===== src/rtl/gfinv_pkg.sv =====
package gfinv_pkg;

    // Sequencer phase of the inverter.
    typedef enum logic {
        PH_IDLE = 1'b0,
        PH_RUN  = 1'b1
    } gfinv_phase_e;

endpackage


===== src/rtl/gfinv_step.sv =====
// One iteration of the shift/xor/swap inversion recurrence.
module gfinv_step #(
    parameter int W  = 9,
    parameter int JW = 5,
    parameter int DW = 4
) (
    input  logic [W-1:0]  r_i,
    input  logic [W-1:0]  s_i,
    input  logic [W-1:0]  u_i,
    input  logic [W-1:0]  v_i,
    input  logic [JW-1:0] j_i,
    input  logic [DW-1:0] deg_i,
    output logic [W-1:0]  r_o,
    output logic [W-1:0]  s_o,
    output logic [W-1:0]  u_o,
    output logic [W-1:0]  v_o,
    output logic [JW-1:0] j_o
);
    logic         r_top;
    logic         s_top;
    logic [W-1:0] s_red;
    logic [W-1:0] v_red;

    always_comb begin
        r_top = r_i[deg_i];
        s_top = s_i[deg_i];
        s_red = s_top ? (s_i ^ r_i) : s_i;
        v_red = s_top ? (v_i ^ u_i) : v_i;
        r_o   = r_i;
        s_o   = s_i;
        u_o   = u_i;
        v_o   = v_i;
        j_o   = j_i;
        if (!r_top) begin
            r_o = r_i << 1;
            u_o = u_i << 1;
            j_o = j_i + JW'(1);
        end else if (j_i == '0) begin
            r_o = s_red << 1;
            s_o = r_i;
            u_o = v_red << 1;
            v_o = u_i;
            j_o = JW'(1);
        end else begin
            s_o = s_red << 1;
            v_o = v_red;
            u_o = u_i >> 1;
            j_o = j_i - JW'(1);
        end
    end
endmodule


===== src/rtl/gfinv_ctrl.sv =====
// Iteration sequencer: accepts a start when idle and runs 2*deg steps.
module gfinv_ctrl
    import gfinv_pkg::*;
#(
    parameter int MAX_DEG = 8,
    parameter int DW      = $clog2(MAX_DEG + 1),
    parameter int CW      = $clog2(2 * MAX_DEG + 1)
) (
    input  logic          clk_i,
    input  logic          rst_ni,
    input  logic          start_i,
    input  logic [DW-1:0] deg_i,
    output logic          load_o,
    output logic          step_o,
    output logic          last_o,
    output logic          busy_o
);
    typedef struct packed {
        gfinv_phase_e  phase;
        logic [CW-1:0] left;
    } seq_t;

    seq_t seq_d, seq_q;

    always_comb begin
        seq_d  = seq_q;
        load_o = 1'b0;
        step_o = 1'b0;
        last_o = 1'b0;
        unique case (seq_q.phase)
            PH_IDLE: begin
                if (start_i) begin
                    load_o      = 1'b1;
                    seq_d.phase = PH_RUN;
                    seq_d.left  = CW'({deg_i, 1'b0});
                end
            end
            PH_RUN: begin
                step_o     = 1'b1;
                last_o     = (seq_q.left == CW'(1));
                seq_d.left = seq_q.left - CW'(1);
                if (last_o) begin
                    seq_d.phase = PH_IDLE;
                end
            end
            default: seq_d = seq_q;
        endcase
    end

    always_ff @(posedge clk_i or negedge rst_ni) begin
        if (!rst_ni) begin
            seq_q <= '{phase: PH_IDLE, left: '0};
        end else begin
            seq_q <= seq_d;
        end
    end

    assign busy_o = (seq_q.phase == PH_RUN);

    // Running always has at least one step left.
    assert_steps_left_R2: assert property (@(posedge clk_i) disable iff (!rst_ni)
        busy_o |-> (seq_q.left != '0));
    // An accepted start leads to the running phase.
    assert_busy_after_start_R9: assert property (@(posedge clk_i) disable iff (!rst_ni)
        (start_i && !busy_o) |=> busy_o);
    // A start while running does not reload the step count.
    assert_start_ignored_R6: assert property (@(posedge clk_i) disable iff (!rst_ni)
        (busy_o && !last_o) |=> (seq_q.left == $past(seq_q.left) - CW'(1)));
endmodule


===== src/rtl/gfinv_unit.sv =====
// GF(2^m) inverter top: operand registers, recurrence step, result register.
module gfinv_unit
    import gfinv_pkg::*;
#(
    parameter int MAX_DEG = 8,
    parameter int DW      = $clog2(MAX_DEG + 1)
) (
    input  logic               clk_i,
    input  logic               rst_ni,
    input  logic               start_i,
    input  logic [MAX_DEG-1:0] elem_i,
    input  logic [MAX_DEG:0]   poly_i,
    input  logic [DW-1:0]      deg_i,
    output logic               busy_o,
    output logic               done_o,
    output logic [MAX_DEG-1:0] inv_o
);
    localparam int W  = MAX_DEG + 1;
    localparam int JW = $clog2(2 * MAX_DEG + 2) + 1;

    typedef struct packed {
        logic [W-1:0]       r;
        logic [W-1:0]       s;
        logic [W-1:0]       u;
        logic [W-1:0]       v;
        logic [JW-1:0]      j;
        logic [DW-1:0]      deg;
        logic               zero;
        logic [MAX_DEG-1:0] res;
        logic               done;
    } dp_t;

    dp_t dp_d, dp_q;

    logic          load, step, last;
    logic [W-1:0]  r_nx, s_nx, u_nx, v_nx;
    logic [JW-1:0] j_nx;
    logic [W-1:0]  low_mask;

    gfinv_ctrl #(.MAX_DEG(MAX_DEG), .DW(DW)) u_ctrl (
        .clk_i  (clk_i),
        .rst_ni (rst_ni),
        .start_i(start_i),
        .deg_i  (deg_i),
        .load_o (load),
        .step_o (step),
        .last_o (last),
        .busy_o (busy_o)
    );

    gfinv_step #(.W(W), .JW(JW), .DW(DW)) u_step (
        .r_i  (dp_q.r),
        .s_i  (dp_q.s),
        .u_i  (dp_q.u),
        .v_i  (dp_q.v),
        .j_i  (dp_q.j),
        .deg_i(dp_q.deg),
        .r_o  (r_nx),
        .s_o  (s_nx),
        .u_o  (u_nx),
        .v_o  (v_nx),
        .j_o  (j_nx)
    );

    always_comb begin
        low_mask = (W'(1) << dp_q.deg) - W'(1);
        dp_d      = dp_q;
        dp_d.done = 1'b0;
        if (load) begin
            dp_d.r    = W'(elem_i);
            dp_d.s    = poly_i;
            dp_d.u    = W'(1);
            dp_d.v    = '0;
            dp_d.j    = '0;
            dp_d.deg  = deg_i;
            dp_d.zero = (elem_i == '0);
        end else if (step) begin
            dp_d.r = r_nx;
            dp_d.s = s_nx;
            dp_d.u = u_nx;
            dp_d.v = v_nx;
            dp_d.j = j_nx;
            if (last) begin
                dp_d.res  = dp_q.zero ? '0 : MAX_DEG'(u_nx & low_mask);
                dp_d.done = 1'b1;
            end
        end
    end

    always_ff @(posedge clk_i or negedge rst_ni) begin
        if (!rst_ni) begin
            dp_q <= '0;
        end else begin
            dp_q <= dp_d;
        end
    end

    assign done_o = dp_q.done;
    assign inv_o  = dp_q.res;

    // Completion is a single-cycle pulse.
    assert_done_pulse_R8: assert property (@(posedge clk_i) disable iff (!rst_ni)
        done_o |=> !done_o);
    // Completion only follows a running operation.
    assert_done_after_busy_R9: assert property (@(posedge clk_i) disable iff (!rst_ni)
        done_o |-> ($past(busy_o) && !busy_o));
    // Result bits at or above the degree are clear.
    assert_result_masked_R4: assert property (@(posedge clk_i) disable iff (!rst_ni)
        done_o |-> ((W'(inv_o) & ~low_mask) == '0));
    // A zero element yields a zero result.
    assert_zero_result_R5: assert property (@(posedge clk_i) disable iff (!rst_ni)
        (done_o && dp_q.zero) |-> (inv_o == '0));
    // The result only moves on a completion.
    assert_result_held_R7: assert property (@(posedge clk_i) disable iff (!rst_ni)
        !done_o |-> $stable(inv_o));
    // The balance counter stays within the iteration budget.
    assert_balance_bound_R3: assert property (@(posedge clk_i) disable iff (!rst_ni)
        busy_o |-> (dp_q.j <= JW'({dp_q.deg, 1'b0})));
endmodule


===== config.mk =====
export PLATFORM = sky130hd
export DESIGN_NAME = gfinv_unit
export DESIGN_NICKNAME = d
export VERILOG_FILES = /design/src/rtl/gfinv_pkg.sv /design/src/rtl/gfinv_step.sv /design/src/rtl/gfinv_ctrl.sv /design/src/rtl/gfinv_unit.sv
export SDC_FILE = /design/constraint.sdc
export NUM_CORES = 1
export LEC_CHECK = 0
export ABC_CLOCK_PERIOD_IN_PS = 2500
export BUFFER_PORTS_ARGS = -buffer_cell sky130_fd_sc_hd__buf_2
export CORE_UTILIZATION = 40
export CTS_BUF_LIST = sky130_fd_sc_hd__clkbuf_2
export CTS_CLUSTER_SIZE = 25
export DETAILED_ROUTE_END_ITERATION = 7
export GPL_ROUTABILITY_DRIVEN = 0
export HOLD_SLACK_MARGIN = 0.1
export PLACE_DENSITY = 0.66
export SLEW_MARGIN = 20
export SYNTH_ARGS = -nofsm -noshare
export SYNTH_HDL_FRONTEND = slang
export SYNTH_SLANG_ARGS = --single-unit

===== constraint.sdc =====
create_clock -name clk_i -period 2.5 [get_ports clk_i]
set_clock_uncertainty 0.05 [all_clocks]
set_input_delay 0.375 -clock clk_i [delete_from_list [all_inputs] [get_ports clk_i]]
set_output_delay 0.375 -clock clk_i [all_outputs]
set_load 0.005 [all_outputs]

==> summary by stage, run 1 <==
Route
The detail route stage leaves a number of antenna-violating nets equal to 0. The number of DRC violations after detailed-routing iteration 0 is 357. Summing over every cut layer, the via total after detailed routing is 4183.

The routed wire length per instance is 17.6 µm. The number of iterations in the first detailed-routing pass is 5. In the routed layout, each cell is associated on average with a via count of 5.98. The total detailed-routing wirelength is 12300 µm. The residual DRC count is 0.

Synth
After synthesis the cells add up to 4340 µm². The predominant post-synthesis flop cell is dfrtp_1. The share of flip-flops with an asynchronous set or reset is 100%. In this run the mean area of a mapped cell was 8.61 µm². The count of flip-flops with a built-in enable after synthesis is 0. The synthesized net count is 533. The unique cell type count in the Yosys netlist is 67. The post-synthesis register bit count is 61.

The synthesized instance count is 504. The sequential fraction of the synthesis area is 35.2%. The synthesis warning total is 0.

Critical path
The source of the worst register-to-register timing path is dp_q[11]$_DFFE_PN0P_. The slack of the worst reg-to-reg path is 0.10 ns. The most critical setup path has its startpoint at dp_q[11]$_DFFE_PN0P_.

The worst-path maximum fanout is 8. In this run the worst setup path terminates at inv_o[5]$_DFFE_PN0P_. Traced cell by cell, the critical path runs through mux2i_1, mux4_2, mux2_4, o311ai_4, o21ai_2, o41ai_2. The data required time at the worst endpoint is 2.89 ns. The setup path with the least slack is of type flip-flop to flip-flop. The longest individual stage delay on the worst path is 0.59 ns. The top cell family by delay on the critical path is multiplexers. The critical path endpoint category is a flip-flop. The worst setup path is launched from a flip-flop. The data arrival time of the critical path is 2.78 ns. The worst register-to-register path ends at inv_o[5]$_DFFE_PN0P_. The worst reg-to-reg path cell count is 6. The critical-path cell with the highest stage delay is mux4_2. The critical path depth in cells is 6. Counting both buffers and inverters, the worst setup path holds a total of 0.

Cells and area
At the end of the flow, the number of nets in the layout was 587. The share of post-route cells with drive strength above 1 is 22.7%. Counting the fill cells in the layout gives 1001.

The layout-stage area growth over the synthesis result is 17.4%. In the final layout, the multi-input gates occupy 2580 µm². The final non-filler cell area is 5100 µm². The finished layout holds 699 standard cells, fillers aside. Registers take 1530 µm².

The antenna diode count is 0.

Run
The number of maximum-capacitance constraint violations is 0.

Power and ir drop
IR analysis of the VDD net gives a maximum drop of 0.480 mV. Dividing total power by cell area gives a power density of 1280 nW/µm². Summed over all cells, the static leakage comes to 2.26 nW.

Floorplanning
The floorplan step defined a die boundary enclosing 11300 µm². The core region is 10400 µm². The starting density of the core is 41.7%.

During I/O placement, the number of pins put on the boundary was 34. The initialized floorplan defines 37 standard-cell rows. The vertical die dimension is 106 µm. In this run the horizontal extent of the chip is 106 µm.

STA
In the final timing run, aggregate negative setup slack is 0 ns. The achievable frequency is 417 MHz. The final-layout worst hold slack is 0.152 ns. Setup repair after global routing could not meet its margin everywhere. The hold violation count in the final report is 0. The number of max-slew violations in the final report is 0. Headroom to the max-slew limit came out at 52.5%.

At the pin with the least slew margin, the transition time is 0.712 ns. The setup violation total in the final timing report is 0. The final critical path takes up 95.8% of the cycle. The routed design could run at a clock period as short as 2.40 ns.

CTS
After clock tree synthesis, the clock-pin slew on the worst setup and hold paths is 0.19 ns. The root buffer selected by CTS is clkbuf_2. TritonCTS built the clock tree.

The deepest level of the CTS H-tree is 3. Counting the buffers created by CTS gives 9. The maximum number of buffers from clock root to sink is 2. The later pin in the worst-skew pair is clocked with a latency of 0.53 ns.

The number of clock sinks seen by CTS is 61.

Placement
Summed over all nets, the half-perimeter wirelength after detailed placement is 8700 µm. Summing all placed instances gives a cell area of 4840 µm². The cell total after placement is 674. During placement, the flow inserted port buffers numbering 33.

Worst hold path
The type of the tightest min-delay check is input pin to flip-flop.

GRT
The largest net degree at the start of global routing is 34. The via count of the first global-routing pass came to 4117. The initial antenna violation count was 0. The first-pass GRT wire length is 20600 µm. The sum of overflow across all layers after global routing is 0. Global routing used 23.0% of the available tracks across all layers.

Run status
The flow ran to the end, and the final reports show no timing, DRC or antenna violations.
-- kinds of logic after synthesis --
| kind of cell | share of synthesized area (%) |
|---|---|
| AND/OR/NAND/NOR | 19.7 |
| AO/OA/AOI/OAI | 25.8 |
| flip-flops | 35.2 |
| buffers and inverters | 6.28 |
| multiplexers | 7.61 |
| XOR/XNOR | 4.04 |
| adder cells (fa/ha/maj) | 1.44 |
-- tightest hold or removal path: stages --
cell      delay [ns]
buf_2           0.09
a211oi_1        0.07
o22ai_1         0.13
-- cell type report --
cell class / count / share of cell area (%)
inverter: 9 / 0.663
multi-input combinational: 385 / 50.6
sequential: 61 / 30.0
tap: 136 / 3.34
clock inverter: 7 / 1.77
timing repair buffer: 92 / 12.7
clock buffer: 9 / 0.884
-- metal layers --
metal  up-vias  global-route usage (%)  part of all wire, %
li1       1983                       -                    -
met1      2055                    30.2                   46
met3        20                    4.54                  3.8
met2       125                    37.7                   48
met4         0                    7.84                  1.5
met5         -                       0                    0
-- layout by cell type (no fill, tap or decap), types with 10 or more instances in the layout --
cell type and n:
o31ai_1 10, a211oi_1 15, buf_4 51, buf_2 33
xnor2_1 18, nand2_1 61, dfrtp_1 59, mux2i_1 21
o22ai_1 18, a21oi_1 28, nor2_1 26, o21ai_0 30
-- synth_stat cells (3+ instances only) --
master	count	share of area [%]
nand2b_1	3	0.43
o21ai_0	31	3.6
o21a_1	5	0.86
nor2b_1	9	1.3
o31ai_1	10	1.7
nor2_1	27	2.3
o21ai_1	3	0.35
and3_1	8	1.2
nor3_1	9	1.0
a22o_1	5	1.0
o22ai_1	18	2.6
nand4_1	5	0.72
inv_1	9	0.78
buf_2	7	0.81
clkbuf_1	27	2.3
a31oi_1	9	1.3
mux2i_1	21	4.8
nand2_1	62	5.4
dfrtp_1	61	35
a21o_1	3	0.52
ha_1	5	1.4
xnor2_1	18	3.6
a211oi_1	16	2.8
nor4_1	5	0.72
or3_1	7	1.0
buf_1	4	0.35
a221o_1	8	1.8
a21oi_1	29	3.3
a32o_1	4	0.92
buf_4	8	1.4
or4_1	3	0.52
mux2_2	5	1.3
nor3b_1	9	1.6
nand3_1	7	0.81
-- report_power, final --
group	total, mW	internal, mW	switching (mW)
sequential	1.86	1.39	0.475
clock	0.724	0.325	0.399
combinational	3.96	1.78	2.17
-- sequential cells by signal, summed over array words and instances (netlist names) --
name	cells
dp_q	46
inv_o	8
u_ctrl.seq_q	5
done_o	1
u_ctrl.busy_o	1
-- worst min-delay path by stage --
stage              start              endpoint  slack (ns)  cells after the start
6_report       elem_i[2]  dp_q[49]$_DFFE_PN0P_        0.15                      3
5_1_grt        elem_i[5]  dp_q[52]$_DFFE_PN0P_        0.13                      3
4_1_cts        elem_i[5]  dp_q[52]$_DFFE_PN0P_        0.13                      3
3_5_place_dp      rst_ni  dp_q[20]$_DFFE_PN0P_        0.42                      1
3_3_place_gp      rst_ni  dp_q[22]$_DFFE_PN0P_        0.41                      1
2_1_floorplan     rst_ni      done_o$_DFF_PN0_        0.03                      0
-- stage by stage --
step	power (mW)	setup slack, ns	util (%)
floorplan	4.49	0.0587	-
CTS	6.42	0.0335	48.4
global route	7.06	0.00117	48.9
detailed placement	5.67	-0.0132	46.5
finish	6.54	0.105	48.9
global placement	5.55	0.0758	46.5
-- what timing repair did --
item	CTS	global route
setup buffers	0	3
hold buffers	6	0
gates resized for setup	1	11
hold endpoints to repair	35	0
endpoints found under the setup margin	1	28
Power figures use the tool's default switching activity.
==> run 2, diff against run 1 <==
CORE_UTILIZATION = 50   (was 40)
PLACE_DENSITY = 0.78   (was 0.66)
==> run 2 against run 1 <==
  * Clock-buffer cell count rose by 1
  * Fmax down 1.0%
  * First-iteration DRC count up 13%
  * Via count up 4.3%
  * Critical endpoint is now inv_o[1]$_DFFE_PN0P_
  * Cell area is 1.3% lower
  * Clock power fell by 12%
  * Critical path depth increased by 2
  * Worst hold slack got worse by 0.024 ns
  * Setup slack got worse by 0.025 ns
  * Sequential cell count unchanged
==> summary by stage, run 2 (same netlist as run 1, synthesis figures left out) <==
Run status
The run finished with clean final reports.

Critical path
On the critical path, the stage with the largest delay is an instance of dfrtp_2. Traced cell by cell, the critical path runs through buf_4, nor4b_2, buf_4, nand2_2, o221a_2, a221oi_1, a21oi_1, a22o_1. The worst-path maximum fanout is 13 (+5). The data required time at the worst endpoint was 2.91 ns (+0.02 ns).

The cell that appears most often on the critical path is buf_4. The data arrival time of the critical path was 2.83 ns (+0.05 ns). The cell family contributing the most delay on the critical path is compound AO/OA/AOI/OAI gates.

The worst setup path is captured at a flip-flop. The critical path in this run is classified as flip-flop to flip-flop. The number of buffer and inverter instances along the worst setup path is 2 (+2).

The longest individual stage delay on the worst path is 0.53 ns (-0.06 ns). The worst setup path is launched from a flip-flop.

GRT
The global routing usage summed across all routing layers came to 29.0% (+6.0 points). The via count of the first global-routing pass is 4109 (-0.19%). The initial antenna violation count is 0 (unchanged). The first-pass GRT wire length is 20300 µm (-1.6%). The sum of overflow across all layers after global routing is 0 (unchanged). The largest net degree at the start of global routing is 62 (+82%).

Worst hold path
The type of the tightest min-delay check is input pin to flip-flop.

Cells and area
The share of post-route cells with drive strength above 1 is 23.0% (+0.30 points). The most frequent standard cell in the layout excluding fill and tap cells is nand2_1. The antenna diode count is 0 (unchanged). The number of filler cells placed in the layout came to 704 (-30%). The filler-free cell count of the finished design is 665 (-4.9%). The final net count was 584 (-0.51%). dp_q holds more flip-flops than any other register. The flip-flop count of the largest register after layout is 46 (unchanged). In the layout the commonest cells are nand2_1 (61), dfrtp_1 (58), buf_4 (46).

From synthesis to final layout, the design area changed by 15.9%.

Placement
The final HPWL from detailed placement is 8660 µm (-0.41%). The worst setup slack after placement is -0.0124 ns (+0.000784 ns). The number of buffers added on ports is 33 (unchanged). The cell total after placement is 639 (-5.2%).

Route
The residual DRC count is 0 (unchanged). The number of iterations in the first detailed-routing pass is 4 (-1). The via density per instance came to 6.56 (+9.6%). The vias after detailed routing is 4363 (+4.3%).

The remaining antenna violation count is 0 (unchanged). The routed wire length per instance was 19.0 µm (+7.9%). The number of DRC violations after detailed-routing iteration 0 is 405 (+13%). The total detailed-routing wirelength was 12700 µm (+2.6%).

STA
The setup violation total in the final timing report is 0 (unchanged). The achievable frequency came to 413 MHz (-1.0%). The sum of negative setup slack is 0 ns (unchanged).

The smallest setup slack after layout is 0.0802 ns (-0.0245 ns). The number of max-slew violations in the final report is 0 (unchanged). The worst slew margin relative to its limit was 59.6% (+7.1 points).

Setup repair after global routing left no endpoint under its margin. The final cycle utilization of the critical path came to 96.8% (+0.98 points). The final critical delay including setup and external delays is 2.42 ns (+0.0245 ns). The hold violation count in the final report is 0 (unchanged).

The actual slew at the worst max-slew pin is 0.604 ns (-0.108 ns).

CTS
The clock-pin slew on the worst setup and hold paths is 0.20 ns (about the same). The root buffer selected by CTS is clkbuf_2. The number of clock buffers inserted by TritonCTS is 9 (unchanged). The maximum number of buffers from clock root to sink is 2 (unchanged).

The number of clock sinks seen by CTS is 61 (unchanged). The later-pin clock latency in the skew report is 0.54 ns (about the same). The deepest level of the CTS H-tree came to 3 (unchanged). The clock tree from TritonCTS is yes.

Power and ir drop
The largest vdd supply drop was 0.550 mV (+15%). The total leakage power is 2.23 nW (-1.1%). The power density relative to cell area came to 1290 nW/µm² (+0.18%).

Floorplanning
The starting density of the core was 52.3% (+11 points). The floorplan core area is 8300 µm² (-20%). The width of the die is 95.2 µm (-10%).

The die outline area came to 9060 µm² (-20%). The total number of placement rows is 33 (-11%). The vertical die dimension was 95.2 µm (-10%). The boundary pin count is 34 (unchanged).

Run
The number of maximum-capacitance constraint violations came to 0 (unchanged).
run 2: report_power, final:
group          internal (mW)  switching [mW]  total [mW]
clock                  0.232           0.404       0.636
combinational           1.72            2.17        3.89
sequential              1.39           0.552        1.94
total                   3.34            3.13        6.47
run 2: worst paths after layout:
| check | start | endpoint | slack (ns) | depth (start not counted) |
|---|---|---|---|---|
| setup / recovery | dp_q[11]$_DFFE_PN0P_ | inv_o[1]$_DFFE_PN0P_ | 0.08 | 8 |
| hold / removal | elem_i[1] | dp_q[48]$_DFFE_PN0P_ | 0.13 | 3 |
| setup reg to reg | dp_q[11]$_DFFE_PN0P_ | inv_o[1]$_DFFE_PN0P_ | 0.08 | 8 |
| hold reg to reg | inv_o[4]$_DFFE_PN0P_ | inv_o[4]$_DFFE_PN0P_ | 0.45 | 2 |
| max in group asynchronous | rst_ni | dp_q[42]$_DFFE_PN0P_ | 1.82 | 3 |
| min in group asynchronous | rst_ni | dp_q[19]$_DFFE_PN0P_ | 0.29 | 3 |
run 2: tightest hold or removal path, stage by stage:
cell and delay, ns:
buf_2 0.09, a211oi_1 0.07, o22ai_1 0.14
run 2: per-layer routing:
layer	vias up	routed length (µm)	track usage, %
li1	1985	-	-
met1	2110	5320	35.8
met2	218	6010	47.1
met3	50	864	5.50
met4	0	464	16.9
met5	-	0	0
run 2: through the flow:
step           util, %  total power, mW  hold WS (ns)  cell area (µm²)
4_1_cts           59.8             6.26         0.105             4970
6_report          60.6             6.47         0.128             5030
2_1_floorplan        -             4.49        0.0294             4340
3_5_place_dp      57.3             5.57         0.366             4760
3_3_place_gp      57.3             5.39         0.360             4760
5_1_grt           60.6             6.91         0.126             5030
run 2: cell type report:
cell class / instances / area, µm² / area share [%]
clock buffer: 10 / 50.0 / 0.995
inverter: 9 / 33.8 / 0.671
clock inverter: 6 / 63.8 / 1.27
tap: 105 / 131 / 2.61
timing repair buffer: 89 / 622 / 12.4
multi-input combinational: 385 / 2600 / 51.7
sequential: 61 / 1530 / 30.4
run 2: timing repair:
action	in CTS	in global routing
hold buffers	8	0
gates resized for setup	4	15
setup buffers	0	2
endpoints found under the hold margin	70	0
pin swaps	0	1
setup endpoints to repair	12	36
==> run 3, diff against run 2 <==
ABC_AREA = 1   (was unset)
ABC_CLOCK_PERIOD_IN_PS = 3000   (was 2500)
CAP_MARGIN = 20   (was unset)
PLACE_DENSITY = 0.76   (was 0.78)
clock period = 3 ns   (was 2.5 ns; I/O delays follow)
==> run 3 against run 2 <==
  * Cell area fell by 13%
  * Via count fell by 7.7%
  * Sequential power fell by 14%
  * Critical path type unchanged
  * Critical endpoint is now dp_q[43]$_DFFE_PN0P_
  * Largest cell class unchanged
==> summary by stage, run 3 <==
Cells and area
The register with the most flip-flops in the final layout is dp_q. The share of post-route cells with drive strength above 1 is 12.0% (-11 points). The area growth from synthesis to layout is 7.19%. The area of all sequential standard cells is 1530 µm² (-0.25%). The combined area of the multi-input logic cells is 2110 µm² (-19%). The number of filler cells placed in the layout is 766 (+8.8%). The final non-filler cell area is 4370 µm² (-13%). In the layout the commonest cells are nand2_1 (187), nand3_1 (65), nor2_1 (63). The final net count was 648 (+11%). The library cell used most frequently in the layout, excluding fill and tap cells, is nand2_1. The antenna diode count came to 0 (unchanged).

The flip-flop count of the largest register after layout is 46 (unchanged).

CTS
The number of clock sinks seen by CTS came to 61 (unchanged). The number of clock buffers inserted by TritonCTS was 9 (unchanged). The maximum number of buffers from clock root to sink is 2 (unchanged). The deepest level of the CTS H-tree is 3 (unchanged).

The later-pin clock latency in the skew report is 0.49 ns (-0.05 ns). The clock-pin slew on the worst setup and hold paths is 0.17 ns (-0.03 ns). The clock tree from TritonCTS is yes.

The root buffer selected by CTS is clkbuf_2.

STA
The sum of negative setup slack is 0 ns (unchanged). The setup violation total in the final timing report is 0 (unchanged). The number of max-slew violations in the final report is 0 (unchanged). The final critical delay including setup and external delays is 2.47 ns (+0.0472 ns). The final-layout worst hold slack is 0.120 ns (-0.00799 ns). The achievable frequency is 405 MHz (-1.9%).

The final cycle utilization of the critical path is 82.2% (-15 points). Setup repair after global routing left no endpoint under its margin. The actual slew at the worst max-slew pin came to 0.670 ns (+0.0658 ns). The smallest setup slack after layout is 0.533 ns (+0.453 ns). The worst slew margin relative to its limit was 55.3% (-4.3 points).

The hold violation count in the final report is 0 (unchanged).

GRT
The via count of the first global-routing pass is 3806 (-7.4%). The global routing usage summed across all routing layers is 27.6% (-1.5 points). The sum of overflow across all layers after global routing is 0 (unchanged). The largest net degree at the start of global routing is 37 (-40%). The initial antenna violation count was 0 (unchanged). The first-pass GRT wire length is 18300 µm (-9.5%).

Critical path
The cell occurring most often along the worst timing path is nand2_1. The kind of start point of the critical path is a flip-flop. The critical-path cell with the highest stage delay is dfrtp_1. The signal on the critical path passes through inv_2, nand2_1, nand2_1, nand2_1, nand2_1, nand2_1, nand3_4, nand2_4, nand2_4, inv_2, nand2_1, nand3_1. The worst-path maximum fanout is 36 (+23).

The longest individual stage delay on the worst path is 0.67 ns (+0.14 ns). The data required time at the worst endpoint is 3.38 ns (+0.47 ns). The critical path endpoint category is a flip-flop.

The data arrival time of the critical path came to 2.85 ns (+0.02 ns). The critical path is of the flip-flop to flip-flop type.

Synth
dfrtp_1 takes more of the synthesized area than any other cell. The post-synthesis register bit count is 61 (unchanged). The share of the synthesized area in the top cell type is 37.5% (+2.3 points).

In the post-synthesis netlist, the biggest area contributors are dfrtp_1 (37%), nand2_1 (17%), nand3_1 (8.0%). The sequential fraction of the synthesis area was 37.5% (+2.3 points). The predominant post-synthesis flop cell is dfrtp_1. The most common cell in the synthesized netlist is nand2_1.

The synthesized instance count is 593 (+18%). The share of flip-flops with an asynchronous set or reset came to 100% (unchanged). The commonest cells after synthesis are nand2_1 (187), nand3_1 (65), nor2_1 (63), dfrtp_1 (61), inv_1 (54).

The unique cell type count in the Yosys netlist came to 33 (-51%). The count of flip-flops with a built-in enable after synthesis is 0 (unchanged). The netlist area before placement is 4070 µm² (-6.2%). The synthesized net count is 622 (+17%). The synthesis warning total was 0 (unchanged). The mean area per synthesized cell is 6.87 µm² (-20%).

Placement
The instance area at placement came to 4240 µm² (-11%). The worst setup slack after placement is 0.642 ns (+0.654 ns). The final HPWL from detailed placement is 7770 µm (-10%). The number of buffers added on ports came to 33 (unchanged).

Floorplanning
The vertical die dimension is 92.3 µm (-3.1%). The starting density of the core is 52.2% (-0.14 points). The die outline area is 8510 µm² (-6.0%). The floorplan core area came to 7810 µm² (-5.9%). The total number of placement rows is 32 (-3.0%). The boundary pin count was 34 (unchanged).

The width of the die is 92.3 µm (-3.1%).

Route
The number of iterations in the first detailed-routing pass is 5 (+1). The total detailed-routing wirelength is 10800 µm (-15%). The routed wire length per instance is 14.8 µm (-22%). The number of DRC violations after detailed-routing iteration 0 is 320 (-21%). The vias after detailed routing is 4025 (-7.7%). The residual DRC count is 0 (unchanged). The via density per instance came to 5.54 (-15%). The remaining antenna violation count was 0 (unchanged).

Worst hold path
The type of the tightest min-delay check is input pin to flip-flop.

Run status
The flow ran to the end, and the final reports show no timing, DRC or antenna violations.

Run
The number of maximum-capacitance constraint violations is 0 (unchanged).

Power and ir drop
The largest vdd supply drop is 0.507 mV (-7.9%). The total leakage power is 2.37 nW (+6.0%). The total power of the final layout came to 5.37 mW (-17%).

The power density relative to cell area was 1230 nW/µm² (-4.4%).
-- run 3: changes by cell type after synthesis, moves of 11 or more --
cell      delta
nand3_1     +58
clkbuf_1    -22
a211oi_1    -16
nor2_1      +36
inv_1       +45
xor2_1      +11
nand2_1    +125
mux2i_1     -21
nand4_1     +11
o22ai_1     -17
-- run 3: worst paths after layout --
| check | from | end | slack [ns] | cells past startpoint |
|---|---|---|---|---|
| max | dp_q[10]$_DFFE_PN0P_ | dp_q[43]$_DFFE_PN0P_ | 0.53 | 12 |
| min | poly_i[6] | dp_q[44]$_DFFE_PN0P_ | 0.12 | 3 |
| max reg2reg | dp_q[10]$_DFFE_PN0P_ | dp_q[43]$_DFFE_PN0P_ | 0.53 | 12 |
| min reg2reg | inv_o[4]$_DFFE_PN0P_ | inv_o[4]$_DFFE_PN0P_ | 0.45 | 2 |
| max in group asynchronous | rst_ni | dp_q[39]$_DFFE_PN0P_ | 1.80 | 3 |
| min in group asynchronous | rst_ni | inv_o[1]$_DFFE_PN0P_ | 0.45 | 2 |
-- run 3: logic make-up after synthesis --
kind of cell,share of synthesized area (%)
AO/OA/AOI/OAI,8.60
XOR/XNOR,4.73
adder cells (fa/ha/maj),1.54
buffers and inverters,10.6
flip-flops,37.5
AND/OR/NAND/NOR,37.1
-- run 3: layout make-up --
class,instances,share of cell area [%]
Multi-Input combinational cell,439,48.4
Sequential cell,61,35.0
Timing Repair Buffer,45,6.42
Inverter,63,5.42
Tap cell,102,2.92
Clock buffer,14,1.61
Clock inverter,2,0.229
-- run 3: power by group --
part	total [mW]	internal, mW	switching, mW	leakage, nW
Clock	0.425	0.125	0.301	0.0660
Sequential	1.67	1.23	0.444	0.758
Combinational	3.27	1.14	2.13	1.54
-- run 3: metrics by stage --
step	cells	util, %
5_1_grt	726	55.9
6_report	726	55.9
2_1_floorplan	593	-
3_3_place_gp	705	54.2
4_1_cts	726	55.9
3_5_place_dp	705	54.2
-- run 3: repair_timing --
action / CTS / global route
hold buffers: 5 / 0
resized for setup: 0 / 0
endpoints found under the hold margin: 31 / 0
setup buffers: 0 / 0
-- run 3: layer usage --
metal	vias up	global-route usage, %	wire (µm)
li1	1942	-	-
met1	1867	38.2	4720
met2	185	43.0	4950
met3	31	3.90	741
met4	0	11.7	356
met5	-	0	0
-- run 3: critical path: cells and delay by family (launching register included) --
kind,cells,cell delay (ns)
and+or+nand+nor,10,1.31
buffers and inverters,2,0.38
DFF,1,0.67
